### config.mk
export PLATFORM = sky130hd
export DESIGN_NAME = boot_seq_top
export DESIGN_NICKNAME = d
export VERILOG_FILES = /design/src/rtl/boot_seq_pkg.sv /design/src/rtl/step_timer.sv /design/src/rtl/boot_mode_latch.sv /design/src/rtl/boot_seq_fsm.sv /design/src/rtl/boot_seq_top.sv
export SDC_FILE = /design/constraint.sdc
export NUM_CORES = 1
export LEC_CHECK = 0
export ABC_AREA = 1
export ABC_CLOCK_PERIOD_IN_PS = 5400
export BUFFER_PORTS_ARGS = -buffer_cell sky130_fd_sc_hd__buf_2
export CAP_MARGIN = 15
export CORE_MARGIN = 10
export CORE_UTILIZATION = 60
export CTS_CLUSTER_DIAMETER = 200
export DETAILED_ROUTE_END_ITERATION = 16
export PLACE_DENSITY = 0.87
export SYNTH_ARGS = -nofsm -noshare
export SYNTH_HDL_FRONTEND = slang
export SYNTH_HIERARCHICAL = 1
export SYNTH_SLANG_ARGS = --single-unit
### constraint.sdc
create_clock -name clk -period 5.4 [get_ports clk]
set_clock_uncertainty 0.1 [all_clocks]
set_input_delay 0.54 -clock clk [delete_from_list [all_inputs] [get_ports clk]]
set_output_delay 0.54 -clock clk [all_outputs]
set_load 0.01 [all_outputs]
### src/rtl/boot_seq_pkg.sv
// Package: shared constants and state encoding for the bring-up sequencer.
// Assumes a fixed five-step chain; step indices are the bit positions of step_start.
package boot_seq_pkg;
    localparam int NUM_STEPS = 5;
    localparam int STEP_W    = $clog2(NUM_STEPS);
    localparam logic [STEP_W-1:0] LAST_STEP = STEP_W'(NUM_STEPS - 1);

    typedef enum logic [2:0] {
        ST_IDLE    = 3'd0,
        ST_ISSUE   = 3'd1,
        ST_WAIT    = 3'd2,
        ST_SERVICE = 3'd3,
        ST_ERROR   = 3'd4
    } seq_state_t;
endpackage

### src/rtl/step_timer.sv
// Module: per-step timeout counter.
// Counts waiting cycles of the current step; cleared when a step is issued.
// Assumes limit is stable during a step; limit==0 never expires.
module step_timer #(
    parameter int TO_W = 16
) (
    input  logic            clk,
    input  logic            rst_n,
    input  logic            clear,
    input  logic            run,
    input  logic [TO_W-1:0] limit,
    output logic            expired
);
    logic [TO_W-1:0] cnt;

    // Count waiting cycles, restart on each new step.
    always_ff @(posedge clk) begin
        if (!rst_n)      cnt <= '0;
        else if (clear)  cnt <= '0;
        else if (run)    cnt <= cnt + 1'b1;
    end

    // Expire in the last allowed waiting cycle.
    always_comb begin
        expired = run && (limit != '0) && (cnt == limit - 1'b1);
    end
endmodule

### src/rtl/boot_mode_latch.sv
// Module: boot-mode capture and classification.
// Captures the pins once on the capture strobe and holds them until reset.
// Assumes capture pulses at most once per reset period.
module boot_mode_latch #(
    parameter int                 PIN_W      = 3,
    parameter logic [PIN_W-1:0]   DEBUG_CODE = '0
) (
    input  logic             clk,
    input  logic             rst_n,
    input  logic             capture,
    input  logic [PIN_W-1:0] pins,
    output logic [PIN_W-1:0] mode,
    output logic             is_image,
    output logic             is_debug
);
    logic valid;

    // Latch the pin code and mark it valid.
    always_ff @(posedge clk) begin
        if (!rst_n) begin
            mode  <= '0;
            valid <= 1'b0;
        end else if (capture && !valid) begin
            mode  <= pins;
            valid <= 1'b1;
        end
    end

    // Classify the latched code; nothing is reported before capture.
    always_comb begin
        is_debug = valid && (mode == DEBUG_CODE);
        is_image = valid && (mode != DEBUG_CODE);
    end
endmodule

### src/rtl/boot_seq_fsm.sv
// Module: step-chain state machine.
// Issues each step with a one-hot pulse, waits for done, and moves on, stops
// in error, or releases the downstream reset after the last step.
// Assumes step_fail is meaningful only together with step_done.
module boot_seq_fsm
    import boot_seq_pkg::*;
(
    input  logic                 clk,
    input  logic                 rst_n,
    input  logic                 step_done,
    input  logic                 step_fail,
    input  logic                 expired,
    output logic [NUM_STEPS-1:0] step_start,
    output logic                 waiting,
    output logic                 issuing,
    output logic                 enter_service,
    output logic                 in_service,
    output logic                 in_error,
    output logic [STEP_W-1:0]    err_step,
    output logic                 err_timeout,
    output logic                 cfg_rst_n
);
    seq_state_t        state;
    logic [STEP_W-1:0] idx;

    // Sequence control; SERVICE and ERROR are terminal until reset.
    always_ff @(posedge clk) begin
        if (!rst_n) begin
            state       <= ST_IDLE;
            idx         <= '0;
            err_step    <= '0;
            err_timeout <= 1'b0;
            cfg_rst_n   <= 1'b0;
        end else begin
            case (state)
                ST_IDLE:  state <= ST_ISSUE;
                ST_ISSUE: state <= ST_WAIT;
                ST_WAIT: begin
                    if (step_done) begin
                        if (step_fail) begin
                            state    <= ST_ERROR;
                            err_step <= idx;
                        end else if (idx == LAST_STEP) begin
                            state     <= ST_SERVICE;
                            cfg_rst_n <= 1'b1;
                        end else begin
                            idx   <= idx + 1'b1;
                            state <= ST_ISSUE;
                        end
                    end else if (expired) begin
                        state       <= ST_ERROR;
                        err_step    <= idx;
                        err_timeout <= 1'b1;
                    end
                end
                default: state <= state;
            endcase
        end
    end

    // One start bit per step, decoded from the issue state and step index.
    for (genvar gi = 0; gi < NUM_STEPS; gi++) begin : g_start
        assign step_start[gi] = (state == ST_ISSUE) && (idx == STEP_W'(gi));
    end

    // State flags for the timer, mode latch and outputs.
    always_comb begin
        issuing       = (state == ST_ISSUE);
        waiting       = (state == ST_WAIT);
        enter_service = waiting && step_done && !step_fail && (idx == LAST_STEP);
        in_service    = (state == ST_SERVICE);
        in_error      = (state == ST_ERROR);
    end
endmodule

### src/rtl/boot_seq_top.sv
// Module: bring-up sequencer top.
// Joins the step state machine, the per-step timeout and the boot-mode latch.
// Assumes rst_n is the power-on reset, synchronous to clk.
module boot_seq_top
    import boot_seq_pkg::*;
#(
    parameter int               TO_W       = 16,
    parameter int               PIN_W      = 3,
    parameter logic [PIN_W-1:0] DEBUG_CODE = '0
) (
    input  logic                 clk,
    input  logic                 rst_n,
    input  logic [TO_W-1:0]      timeout_limit,
    input  logic                 step_done,
    input  logic                 step_fail,
    input  logic [PIN_W-1:0]     boot_pins,
    output logic [NUM_STEPS-1:0] step_start,
    output logic                 cfg_rst_n,
    output logic                 in_service,
    output logic                 in_error,
    output logic [STEP_W-1:0]    err_step,
    output logic                 err_timeout,
    output logic [PIN_W-1:0]     boot_mode,
    output logic                 boot_from_image,
    output logic                 boot_from_debug
);
    logic seq_waiting;
    logic seq_issuing;
    logic seq_expired;
    logic seq_enter_service;

    step_timer #(.TO_W(TO_W)) u_timer (
        .clk     (clk),
        .rst_n   (rst_n),
        .clear   (seq_issuing),
        .run     (seq_waiting),
        .limit   (timeout_limit),
        .expired (seq_expired)
    );

    boot_seq_fsm u_fsm (
        .clk           (clk),
        .rst_n         (rst_n),
        .step_done     (step_done),
        .step_fail     (step_fail),
        .expired       (seq_expired),
        .step_start    (step_start),
        .waiting       (seq_waiting),
        .issuing       (seq_issuing),
        .enter_service (seq_enter_service),
        .in_service    (in_service),
        .in_error      (in_error),
        .err_step      (err_step),
        .err_timeout   (err_timeout),
        .cfg_rst_n     (cfg_rst_n)
    );

    boot_mode_latch #(.PIN_W(PIN_W), .DEBUG_CODE(DEBUG_CODE)) u_mode (
        .clk      (clk),
        .rst_n    (rst_n),
        .capture  (seq_enter_service),
        .pins     (boot_pins),
        .mode     (boot_mode),
        .is_image (boot_from_image),
        .is_debug (boot_from_debug)
    );
endmodule

==> results.toml <==
[clocking]
clk_pin_slew_worst_paths_ps = 60
cts.sinks = 31
clock_latency_ps = 290
post_cts_buffers = 0
clockBufferDepth = 2
tritoncts = "yes"
h-tree-depth = 2
cts-root-buf = "clkbuf_8"
cts_hold_buf = 0
post_cts_resize_count = 0
numCtsBuffers = 5

[finish]
fill_cells = 327
register_area_um2 = 621
final_cell_mix = "89 x nand2_1, 69 x nor2_1, 51 x inv_1"
final_common_cell = "nand2_1"
layout-drive-gt1-share_pct = 17.8
fin_nets = 439
multi_input_area_um2 = 1390
num_antenna_cells = 0
utilization_pct = 70.7
area_growth_syn_to_layout_pct = 14.2
fin_area_um2 = 2570

[pwr]
p_switching_w = 0.000228
leakage_nw = 1.25
power_frac_clock_pct = 27.5
p_int_w = 0.000401
swShare_pct = 36.2
powerDensity_nw_per_um2 = 245
pwr-share-comb_pct = 30.6
seqPwrFrac_pct = 41.9
ir_drop_uv = 192
fin_total_pwr_w = 0.000630

[global_route]
grt_start_max_net_pins = 15
grt_pass1_wl_um = 8850
antenna_found_initial = 0
grt_overflow = 0
grt_usage_pct = 16.3
grt_pass1_vias = 2200

[floorplanning]
core_um2 = 3630
rows = 22
fp.dieH_um = 81.2
initial_utilization_pct = 61.9
dieArea_um2 = 6600
io_pins = 40
fp.dieW_um = 81.2

[logic_synthesis]
yosys_warnings = 6
yosys_register_bits = 31
yosysUniqueCellTypes = 30
synthXorXnorAreaFrac_pct = 5.06
syn_avg_cell_area_um2 = 6.16
synth-adder-area-share_pct = 3.90
synth_top_family_by_area = "simple AND/OR/NAND/NOR gates"
synth_mux_area_share_pct = 0
netlist_instances = 365
synth_simple_gate_area_share_pct = 44.5
syn_nets = 395
synth_compound_area_share_pct = 8.35
syn_area_um2 = 2250
synth-seq-area-share_pct = 27.6

[sta]
finalSetupViolations = 0
whs_ps = 375
period_needed_ps = 2340
timing.slew.headroom_pct = 66.8
drv_slew = 0
fmax_mhz = 427
rsz0062_at_grt = "false"
tightest_slew_ps = 496
fin_tns_setup_ps = 0
finalHoldViolCount = 0
final.period_utilization_pct = 43.4

[setup_path]
critPathKind = "flip-flop to flip-flop"
critPathMaxFanout = 6
cp.arrival_ps = 2460
crit_required_ps = 5520
cp-end-kind = "flip-flop"
start_kind = "flip-flop"

[job]
drv_cap = 0

[placed_design]
dpl.hpwl_um = 4090
placed_area_um2 = 2490
io_buffer_count = 39
gp_congestion = 0.840

[routing]
wirelength_um = 5120
drt_iter0_drc = 115
post-route-drc-count = 0
vias = 2311
drt_pass1_iterations = 4
antenna_left = 0
vias_per_cell = 5.05
wl_per_cell_um = 11.2

[min_path]
min_path_type = "flip-flop to flip-flop"

[run_status]
status = "finished, final reports clean"
[cells in the mapped netlist]
cell type | count | area [um^2]
a21o_1 | 1 | 7.51
nand3_4 | 1 | 17.5
buf_2 | 1 | 5.00
xnor2_1 | 7 | 61.3
nor2_1 | 69 | 259
nor2_4 | 4 | 45.0
a211oi_1 | 2 | 15.0
and2_1 | 1 | 6.26
nor3_1 | 6 | 30.0
o21bai_1 | 1 | 7.51
xor2_1 | 6 | 52.6
nand3_1 | 25 | 125
nand3b_1 | 5 | 37.5
o21a_1 | 4 | 30.0
a31oi_1 | 2 | 12.5
nor2_2 | 6 | 37.5
ha_1 | 7 | 87.6
dfxtp_1 | 31 | 621
nor3_2 | 4 | 40.0
a21oi_1 | 16 | 80.1
inv_1 | 51 | 191
nand2_2 | 5 | 31.3
nand4_1 | 3 | 18.8
buf_6 | 1 | 11.3
or2_2 | 1 | 6.26
nand2_1 | 89 | 334
o21ai_0 | 7 | 35.0
nand4_2 | 1 | 12.5
inv_2 | 6 | 22.5
clkinv_1 | 2 | 7.51
[power groups by stage]
stage	clock network, W	registers (W)	logic [W]
CTS	0.000176	0.000264	0.000193
global placement	0	0.000269	0.000187
detailed placement	0	0.000269	0.000192
floorplan	0	0.000267	0.000138
global route	0.000187	0.000266	0.000222
finish	0.000173	0.000264	0.000193
[layer usage]
metal	wire length, um	up-vias	GRT usage, %
met1	2240	1006	17.3
met5	0	-	0
met3	391	9	4.64
met2	2400	68	29.7
met4	83	0	6.57
li1	-	1228	-
[sequential cells by signal, summed over array words and instances, names as in the netlist]
| name | count |
|---|---|
| u_fsm/err_timeout | 1 |
| u_fsm/idx | 3 |
| u_fsm/state | 3 |
| u_mode/valid | 1 |
| u_fsm/cfg_rst_n | 1 |
| u_timer/cnt | 16 |
| u_fsm/err_step | 3 |
| u_mode/mode | 3 |
[path summary, 6_finish.rpt]
path / startpoint / end / slack, ps / cells after the start
setup reg to reg: u_fsm/state[1] / u_fsm/err_step[1] / 3060 / 14
hold reg to reg: u_fsm/err_step[0] / u_fsm/err_step[0] / 380 / 2
hold / removal: u_fsm/err_step[0] / u_fsm/err_step[0] / 380 / 2
setup / recovery: u_fsm/state[1] / u_fsm/err_step[1] / 3060 / 14
[logic make-up (layout without fill, tap and decap cells)]
| logic type | after synthesis | after routing |
|---|---|---|
| fa+ha+maj | 7 | 7 |
| xor+xnor | 13 | 13 |
| compound gates | 33 | 33 |
| flops | 31 | 31 |
| simple gates | 220 | 220 |
| buf+inv | 61 | 106 |
[final cells by class]
type	count	share of cell area, %
multi-input combinational	273	54.1
sequential	31	24.2
inverter	59	8.62
timing repair buffer	39	7.60
clock buffer	7	2.97
tap	48	2.34
clock inverter	1	0.195
[worst max-delay path, stage by stage, from the launching register on]
cell	delay [ps]
dfxtp_1	460
nand3_4	160
inv_1	190
inv_1	90
a21oi_1	120
nand3_1	80
nor2_1	110
nand3_1	90
nor2_1	100
nand3_1	70
nor2_1	150
nor2_1	100
nor3_2	300
nor2_1	70
nor2_1	80
[metrics by stage]
| step | instances | worst slack, ps |
|---|---|---|
| floorplan | 365 | 3220 |
| global placement | 450 | 2880 |
| detailed placement | 450 | 2840 |
| CTS | 458 | 3030 |
| global route | 458 | 2730 |
| finish | 458 | 3060 |
No activity file was read; power rests on OpenSTA's default activity.
